[config.mk]
export PLATFORM = sky130hd
export DESIGN_NAME = sg_walker
export DESIGN_NICKNAME = d
export VERILOG_FILES = /design/src/rtl/sg_walker.sv
export SDC_FILE = /design/constraint.sdc
export NUM_CORES = 1
export LEC_CHECK = 0
export BUFFER_PORTS_ARGS = -buffer_cell sky130_fd_sc_hd__buf_2
export CORE_MARGIN = 1.5
export CORE_UTILIZATION = 50
export DETAILED_ROUTE_END_ITERATION = 6
export HOLD_SLACK_MARGIN = 0.02
export PLACE_DENSITY = 0.78
export SLEW_MARGIN = 5
export SYNTH_ARGS = -nofsm -noshare
export SYNTH_HDL_FRONTEND = slang
export SYNTH_SLANG_ARGS = --single-unit
[constraint.sdc]
create_clock -name clk -period 4.33 [get_ports clk]
set_clock_uncertainty 0.1 [all_clocks]
set_input_delay 0.433 -clock clk [delete_from_list [all_inputs] [get_ports clk]]
set_output_delay 0.433 -clock clk [all_outputs]
set_load 0.005 [all_outputs]
[src/rtl/sg_walker.sv]
module sg_walker #(
  parameter int ADDR_W = 64,
  parameter int LEN_W  = 24,
  parameter int CNT_W  = 16,
  parameter int BUF_AW = 6,
  parameter int SZ_W   = 22
) (
  input  logic              clk,
  input  logic              rst_n,
  input  logic              start,
  input  logic              dir_to_buf,
  input  logic [ADDR_W-1:0] list_base,
  input  logic [LEN_W-1:0]  xfer_len,
  input  logic [CNT_W-1:0]  desc_num,
  output logic              busy,
  output logic              done,
  output logic [LEN_W-1:0]  moved,
  output logic              dsc_req,
  output logic [ADDR_W-1:0] dsc_addr,
  input  logic              dsc_ack,
  input  logic [31:0]       dsc_rdata,
  output logic              mem_req,
  output logic              mem_we,
  output logic [ADDR_W-1:0] mem_addr,
  output logic [3:0]        mem_be,
  output logic [31:0]       mem_wdata,
  input  logic              mem_ack,
  input  logic [31:0]       mem_rdata,
  output logic              buf_en,
  output logic              buf_we,
  output logic [BUF_AW-1:0] buf_addr,
  output logic [3:0]        buf_be,
  output logic [31:0]       buf_wdata,
  input  logic [31:0]       buf_rdata
);

  typedef enum logic [2:0] {
    S_IDLE, S_FETCH, S_BUFRD, S_BUFCAP, S_MEM, S_BUFWR, S_DONE
  } state_t;

  state_t             st;
  logic               dir_q;
  logic [LEN_W-1:0]   rem, cl;
  logic [CNT_W-1:0]   left;
  logic [ADDR_W-1:0]  ptr, maddr;
  logic [1:0]         widx;
  logic [31:2]        lo_q;
  logic [BUF_AW-1:0]  bw;
  logic [31:0]        dreg;

  logic [LEN_W-1:0]   sz_ext, bb;
  logic [3:0]         beat_be;
  logic [63:0]        base64;
  logic               fire, chunk_end;

  assign sz_ext    = LEN_W'(dsc_rdata[SZ_W-1:0]) + LEN_W'(1);
  assign base64    = {dsc_rdata, lo_q, 2'b00};
  assign bb        = (cl >= LEN_W'(4)) ? LEN_W'(4) : cl;
  assign beat_be   = (cl >= LEN_W'(4)) ? 4'hF : ((4'b0001 << cl[1:0]) - 4'd1);
  assign fire      = (st == S_MEM && mem_ack && !dir_q) || (st == S_BUFWR);
  assign chunk_end = (cl == bb);

  assign busy      = (st != S_IDLE) && (st != S_DONE);
  assign done      = (st == S_DONE);
  assign dsc_req   = (st == S_FETCH);
  assign dsc_addr  = ptr + ADDR_W'({widx, 2'b00});
  assign mem_req   = (st == S_MEM);
  assign mem_we    = !dir_q;
  assign mem_addr  = maddr;
  assign mem_be    = beat_be;
  assign mem_wdata = dreg;
  assign buf_en    = (st == S_BUFRD) || (st == S_BUFWR);
  assign buf_we    = (st == S_BUFWR);
  assign buf_addr  = bw;
  assign buf_be    = beat_be;
  assign buf_wdata = dreg;

  always_ff @(posedge clk) begin
    if (!rst_n) begin
      st    <= S_IDLE;
      dir_q <= 1'b0;
      rem   <= '0;
      cl    <= '0;
      left  <= '0;
      ptr   <= '0;
      maddr <= '0;
      widx  <= '0;
      lo_q  <= '0;
      bw    <= '0;
      dreg  <= '0;
      moved <= '0;
    end else begin
      case (st)
        S_IDLE, S_DONE: begin
          st <= S_IDLE;
          if (start) begin
            dir_q <= dir_to_buf;
            rem   <= xfer_len;
            left  <= desc_num;
            ptr   <= list_base;
            widx  <= 2'd0;
            bw    <= '0;
            moved <= '0;
            st    <= (xfer_len == '0 || desc_num == '0) ? S_DONE : S_FETCH;
          end
        end
        S_FETCH: if (dsc_ack) begin
          case (widx)
            2'd0:    begin lo_q <= dsc_rdata[31:2]; widx <= 2'd1; end
            2'd1:    begin maddr <= base64[ADDR_W-1:0]; widx <= 2'd3; end
            default: begin
              cl   <= (sz_ext < rem) ? sz_ext : rem;
              widx <= 2'd0;
              st   <= dir_q ? S_MEM : S_BUFRD;
            end
          endcase
        end
        S_BUFRD:  st <= S_BUFCAP;
        S_BUFCAP: begin dreg <= buf_rdata; st <= S_MEM; end
        S_MEM: if (mem_ack && dir_q) begin
          dreg <= mem_rdata;
          st   <= S_BUFWR;
        end
        default: ;
      endcase

      if (fire) begin
        cl    <= cl - bb;
        rem   <= rem - bb;
        moved <= moved + bb;
        bw    <= bw + BUF_AW'(1);
        maddr <= maddr + ADDR_W'(4);
        if (chunk_end) begin
          left <= left - CNT_W'(1);
          ptr  <= ptr + ADDR_W'(16);
          st   <= (rem == bb || left == CNT_W'(1)) ? S_DONE : S_FETCH;
        end else begin
          st <= dir_q ? S_MEM : S_BUFRD;
        end
      end
    end
  end

endmodule

; ---- After elaboration in Yosys (flattened, before gate mapping)
; Index checks and enable logic that the tools add are counted.
[totals]
input_bits = 206
regBits = 290
output_inout_bits = 237
word_cells = 119
[op_classes]
order_cmp = 2
eq_ne = 18
mux = 44
shift = 1
add_sub_neg = 10
n_reduce_logical = 32
[op_table]
columns = cell, n
row1 = $mux W64, 8
row2 = $mux W24, 12
row3 = $add A64 B3 Y64 const B, 1
row4 = $add A64 B4 Y64, 1
row5 = $add A64 B5 Y64 const B, 1
row6 = $mux W16, 4
row7 = $pmux W32 S2, 1
row8 = $eq A24 B24 Y1, 2
row9 = $sub A24 B24 Y24, 2
row10 = $mux W32, 1
row11 = $mux W3, 9
row12 = $add A24 B24 Y24, 1
row13 = $ge A24 B3 Y1 const B, 1
row14 = $logic_not A24 Y1, 1
row15 = $lt A23 B24 Y1, 1
row16 = $add A22 B1 Y23 const B, 1
row17 = $mux W6, 3
row18 = $eq A16 B1 Y1 const B, 1
row19 = $logic_not A16 Y1, 1
row20 = $sub A16 B1 Y16 const B, 1
row21 = $pmux W3 S5, 1
row22 = $reduce_bool A2 Y1, 7
row23 = $reduce_and A3 Y1, 4
row24 = $eq A3 B3 Y1 const B, 3
row25 = 24 further kinds, 39

; ---- Longest topological paths before layout
[depth]
depth_word = 7
depth_mapped = 19
mapped_depth_nobuf = 17

; ---- Worst setup path before layout
; No wires, ideal clock.
[synth_path]
path_type = register to register
from = reg cl[8]
to = reg rem[22]
synth_period_minus_slack_ps = 4673
arrival_ps = 4449
slack_ps = -343
setup_time_ps = 124
stages_incl_launch_ff = 20
required_time_ps = 4106
path_cell_list = dfxtp_1 -> or4_1 -> clkbuf_1 -> or4_1 -> buf_2 -> nor4_4 -> nand2b_1 -> inv_1 -> and2_1 -> ha_1 -> inv_1 -> fa_1 -> a21o_1 -> a221oi_1 -> o21ai_0 -> nand2_1 -> a31oi_1 -> o41ai_1 -> mux2i_1 -> o21ai_0
[synth_between]
elab_chain_cells = 4
[synth_rtl]
columns = item, line
row1 = from (decl), 43  ; logic [LEN_W-1:0] rem, cl;
row2 = from (signal assigned), 112  ; cl <= (sz_ext < rem) ? sz_ext : rem;
row3 = from (signal assigned), 128  ; cl <= cl - bb;
row4 = $ge A24 B3 Y1, 58  ; assign bb = (cl >= LEN_W'(4)) ? LEN_W'(4) : cl;
row5 = $mux W24 *, 58
row6 = $sub A24 B24 Y24 *, 129  ; rem <= rem - bb;
row7 = $mux W24 *, 127  ; if (fire) begin
row8 = to (signal assigned), 98  ; rem <= xfer_len;
row9 = to (signal assigned), 129
row10 = to (decl), 43
; Mark *: on every way between the ends. The rest lies on a longest branch, timed or not.
; A chain may end at the register's enable or synchronous reset.

; ---- Worst setup path after layout
[layout_path]
from = reg cl[9]
to = reg rem[17]
; The elaborated chain is that of the path after synthesis.

==> summary.txt <==
sequential power share -> 0.310
TritonCTS clock tree -> yes
fin util -> 0.614
Clock Tree Buf Depth -> 3
Post-route DRC -> 0
f_max -> 234 MHz
RSZ-0062 raised after global routing -> yes
Slew headroom -> 0.220
placed cell area -> 0.0215 mm²
sequential fraction of the synthesis area -> 0.304
die area -> 0.0391 mm²
dpl cells -> 3416
Critical Path Fanout Max -> 4
Yosys top cell area share -> 0.304
H-Tree Depth -> 2
fraction of registers with async set/reset -> 0
number of synthesized flops with an enable pin -> 0
Distinct cells, synth -> 75
Crit Reg-Reg Startpoint -> cl[9]
setup TNS -> 0 ps
CP Class -> reg2reg
worst-case reg-to-reg path depth -> 15
first-pass GRT wire length -> 110000 µm
pwr dens -> 508 mW/mm²
Site Rows -> 71
final wirelength -> 71800 µm
Multi-input gate area -> 0.0124 mm²
P_int -> 6.95 mW
Overflow after GRT -> 0
largest net degree at the start of global routing -> 119
outcome -> finished clean
First DRT Iteration DRCs -> 2160
root buffer cell -> clkbuf_16
layout cells sized above 1 -> 0.203
overall routing resource usage -> 0.353
HP Start -> list_base[4]
vias in the first global route -> 20000
worst min path class -> in2reg
max-slew violations -> 0
Area growth, synth to finish -> 21.4%
Initial Utilization -> 0.506
boundary pin count -> 443
element type at the critical path start -> register
Hold Crit Depth -> 3
DRT Pass-1 Iters -> 7
Post-DP HPWL -> 51400 µm
RePlAce Congestion -> 0.966
Fin. Hold Viols -> 0
Filler cells -> 3441
number of max-cap violations -> 0
hold path endpoint -> ptr[4]
Die H -> 198 µm
Sw Ratio -> 0.405
static leakage -> 9.88 nW
fin crit period -> 4270 ps
clk_lat worst skew -> 560 ps
Post-Synthesis Cells -> 2581
Clock Sinks -> 288
die span in x -> 198 µm
Seq. cell area -> 0.00577 mm²
cts bufs inserted -> 36
initial antenna violation count -> 5
nets -> 3247
CP endpoint kind -> register
Ys Warns -> 0
VDD IR max -> 0.322 mV
post-synthesis register bit count -> 288
IO buf count -> 440
top cells by area, synth -> dfxtp_1 30%, nand2_1 7.2%, a21oi_1 6.2%, nor2_1 5.2%, ha_1 5.1%
worst-margin pin slew -> 1170 ps
final setup violation count -> 0
total core area -> 0.0375 mm²
CP arrival -> 4600 ps
Sw Pwr -> 4.74 mW
power share of the clock group -> 0.279
vias post-DR -> 21700
Vias/cell -> 6.20
Most used DFF post-synth -> dfxtp_1
ANT nets after route -> 0
reg-to-reg slack, setup -> 60 ps
per-cell routed wire length -> 20.5 µm
syn_area_per_cell -> 7.35 µm²
Clock Pin Slew Worst Setup and Hold Paths -> 60 ps
non-filler cells, final -> 3504
design area -> 0.0230 mm²
R2R Path End -> rem[17]
worst path required time -> 4670 ps
Period Utilization, post-route -> 0.985
power share of the combinational group -> 0.411
cell taking the most area after synthesis -> dfxtp_1
Netlist Area Pre-Place -> 0.0190 mm²
synthesized netlist by cell type, drive strengths merged (4+ instances only):
| cell type | number |
|---|---|
| nand2 | 365 |
| dfxtp | 288 |
| nor2 | 262 |
| a21oi | 235 |
| o21ai | 145 |
| clkbuf | 138 |
| nand3 | 104 |
| nor3 | 83 |
| ha | 78 |
| inv | 66 |
| xor2 | 66 |
| buf | 65 |
| xnor2 | 55 |
| and3 | 48 |
| nor4 | 46 |
| a21o | 42 |
| nand4 | 41 |
| a311oi | 40 |
| a221oi | 39 |
| a31oi | 35 |
| mux2i | 29 |
| o211ai | 24 |
| or3 | 24 |
| o22ai | 23 |
| and2 | 20 |
| and4 | 19 |
| a211oi | 18 |
| a22oi | 17 |
| or4 | 16 |
| nand2b | 13 |
| or2 | 13 |
| a32oi | 11 |
| nor2b | 9 |
| o21a | 9 |
| o221ai | 9 |
| o31ai | 9 |
| nor3b | 7 |
| a222oi | 6 |
| mux2 | 6 |
| o311ai | 6 |
| o211a | 5 |
| o311a | 4 |
registers in the layout, summed over array words and instances (netlist names):
name,flops
cl,24
st,3
ptr,64
rem,24
left,16
buf_addr,6
buf_wdata,32
mem_addr,62
moved,24
dir_q,1
lo_q,30
widx,2
timing repair:
item                       4_1_cts  5_1_grt
buffers inserted                 0        6
pin swaps                        1       11
hold endpoints to repair        11        0
setup endpoints to repair        2       17
resized for setup                1       21
hold buffers                    11        0
cells by family after synthesis:
logic type	after synthesis	share of synthesized area
other cells	2	0.000396
fa+ha+maj	81	0.0546
simple gates	1077	0.267
compound gates	707	0.237
flops	288	0.304
mux	35	0.0189
buf+inv	270	0.0623
xor+xnor	121	0.0559
power groups by stage:
| stage | clock network (mW) | registers, mW | logic, mW |
|---|---|---|---|
| 6_report | 3.27 | 3.62 | 4.80 |
| 2_1_floorplan | 0 | 3.39 | 3.25 |
| 3_5_place_dp | 0 | 3.64 | 4.57 |
| 3_3_place_gp | 0 | 3.62 | 4.49 |
| 5_1_grt | 3.40 | 3.67 | 5.24 |
| 4_1_cts | 3.30 | 3.59 | 4.61 |
stage by stage:
step / hold slack (ps) / setup WS, ps / power [mW]
after CTS: 20.8 / 3.60 / 11.5
after global routing: 36.9 / -115 / 12.3
final: 34.0 / 62.9 / 11.7
after detailed placement: 343 / -0.0542 / 8.20
after global placement: 342 / 69.8 / 8.11
after floorplan: 320 / -17.4 / 6.64
cell type report:
type | count | share of cell area
multi-input combinational | 2065 | 0.537
sequential | 288 | 0.250
timing repair buffer | 502 | 0.119
clock buffer | 51 | 0.0455
tap | 511 | 0.0278
inverter | 67 | 0.0111
clock inverter | 15 | 0.00940
antenna | 5 | 0.000543
layer usage:
layer / track usage / wire length [µm] / part of all wire
met2: 0.562 / 32500 / 0.45
met1: 0.445 / 28200 / 0.39
met3: 0.0843 / 7590 / 0.11
met5: 0 / 0 / 0
met4: 0.178 / 3540 / 0.049
critical path, cell delays in order, from the launching register on:
cell	delay, ps
dfxtp_2	340
or4_4	510
or4_4	450
nor4_4	290
nand2b_1	130
inv_2	90
nand2_1	110
ha_1	320
nor2b_1	140
o2111a_1	240
o31a_1	320
o311ai_4	350
nand2_2	130
a221oi_4	310
xnor2_1	110
o211a_1	200
cells in the final DEF, fill, tap and decap left out, types with 45 or more instances in the layout:
master / Yosys / final
o21ai_0: 143 / 138
buf_2: 11 / 440
xor2_1: 66 / 66
nor3_1: 82 / 81
nor4_1: 45 / 45
nand3_1: 102 / 102
nand2_1: 364 / 361
nor2_1: 261 / 260
buf_4: 41 / 48
dfxtp_1: 288 / 287
a21oi_1: 235 / 232
ha_1: 78 / 77
inv_1: 65 / 64
xnor2_1: 55 / 55
and3_1: 48 / 46
worst max path at each step:
stage	start	to	slack, ps	depth (start not counted)
floorplan	cl[8]	rem[22]	-20	19
CTS	cl[18]	rem[22]	4	17
finish	cl[9]	rem[17]	60	15
global placement	cl[9]	rem[22]	70	17
detailed placement	cl[18]	rem[17]	-0.05	15
global route	cl[9]	rem[22]	-110	17
No activity file was read; power rests on OpenSTA's default activity.
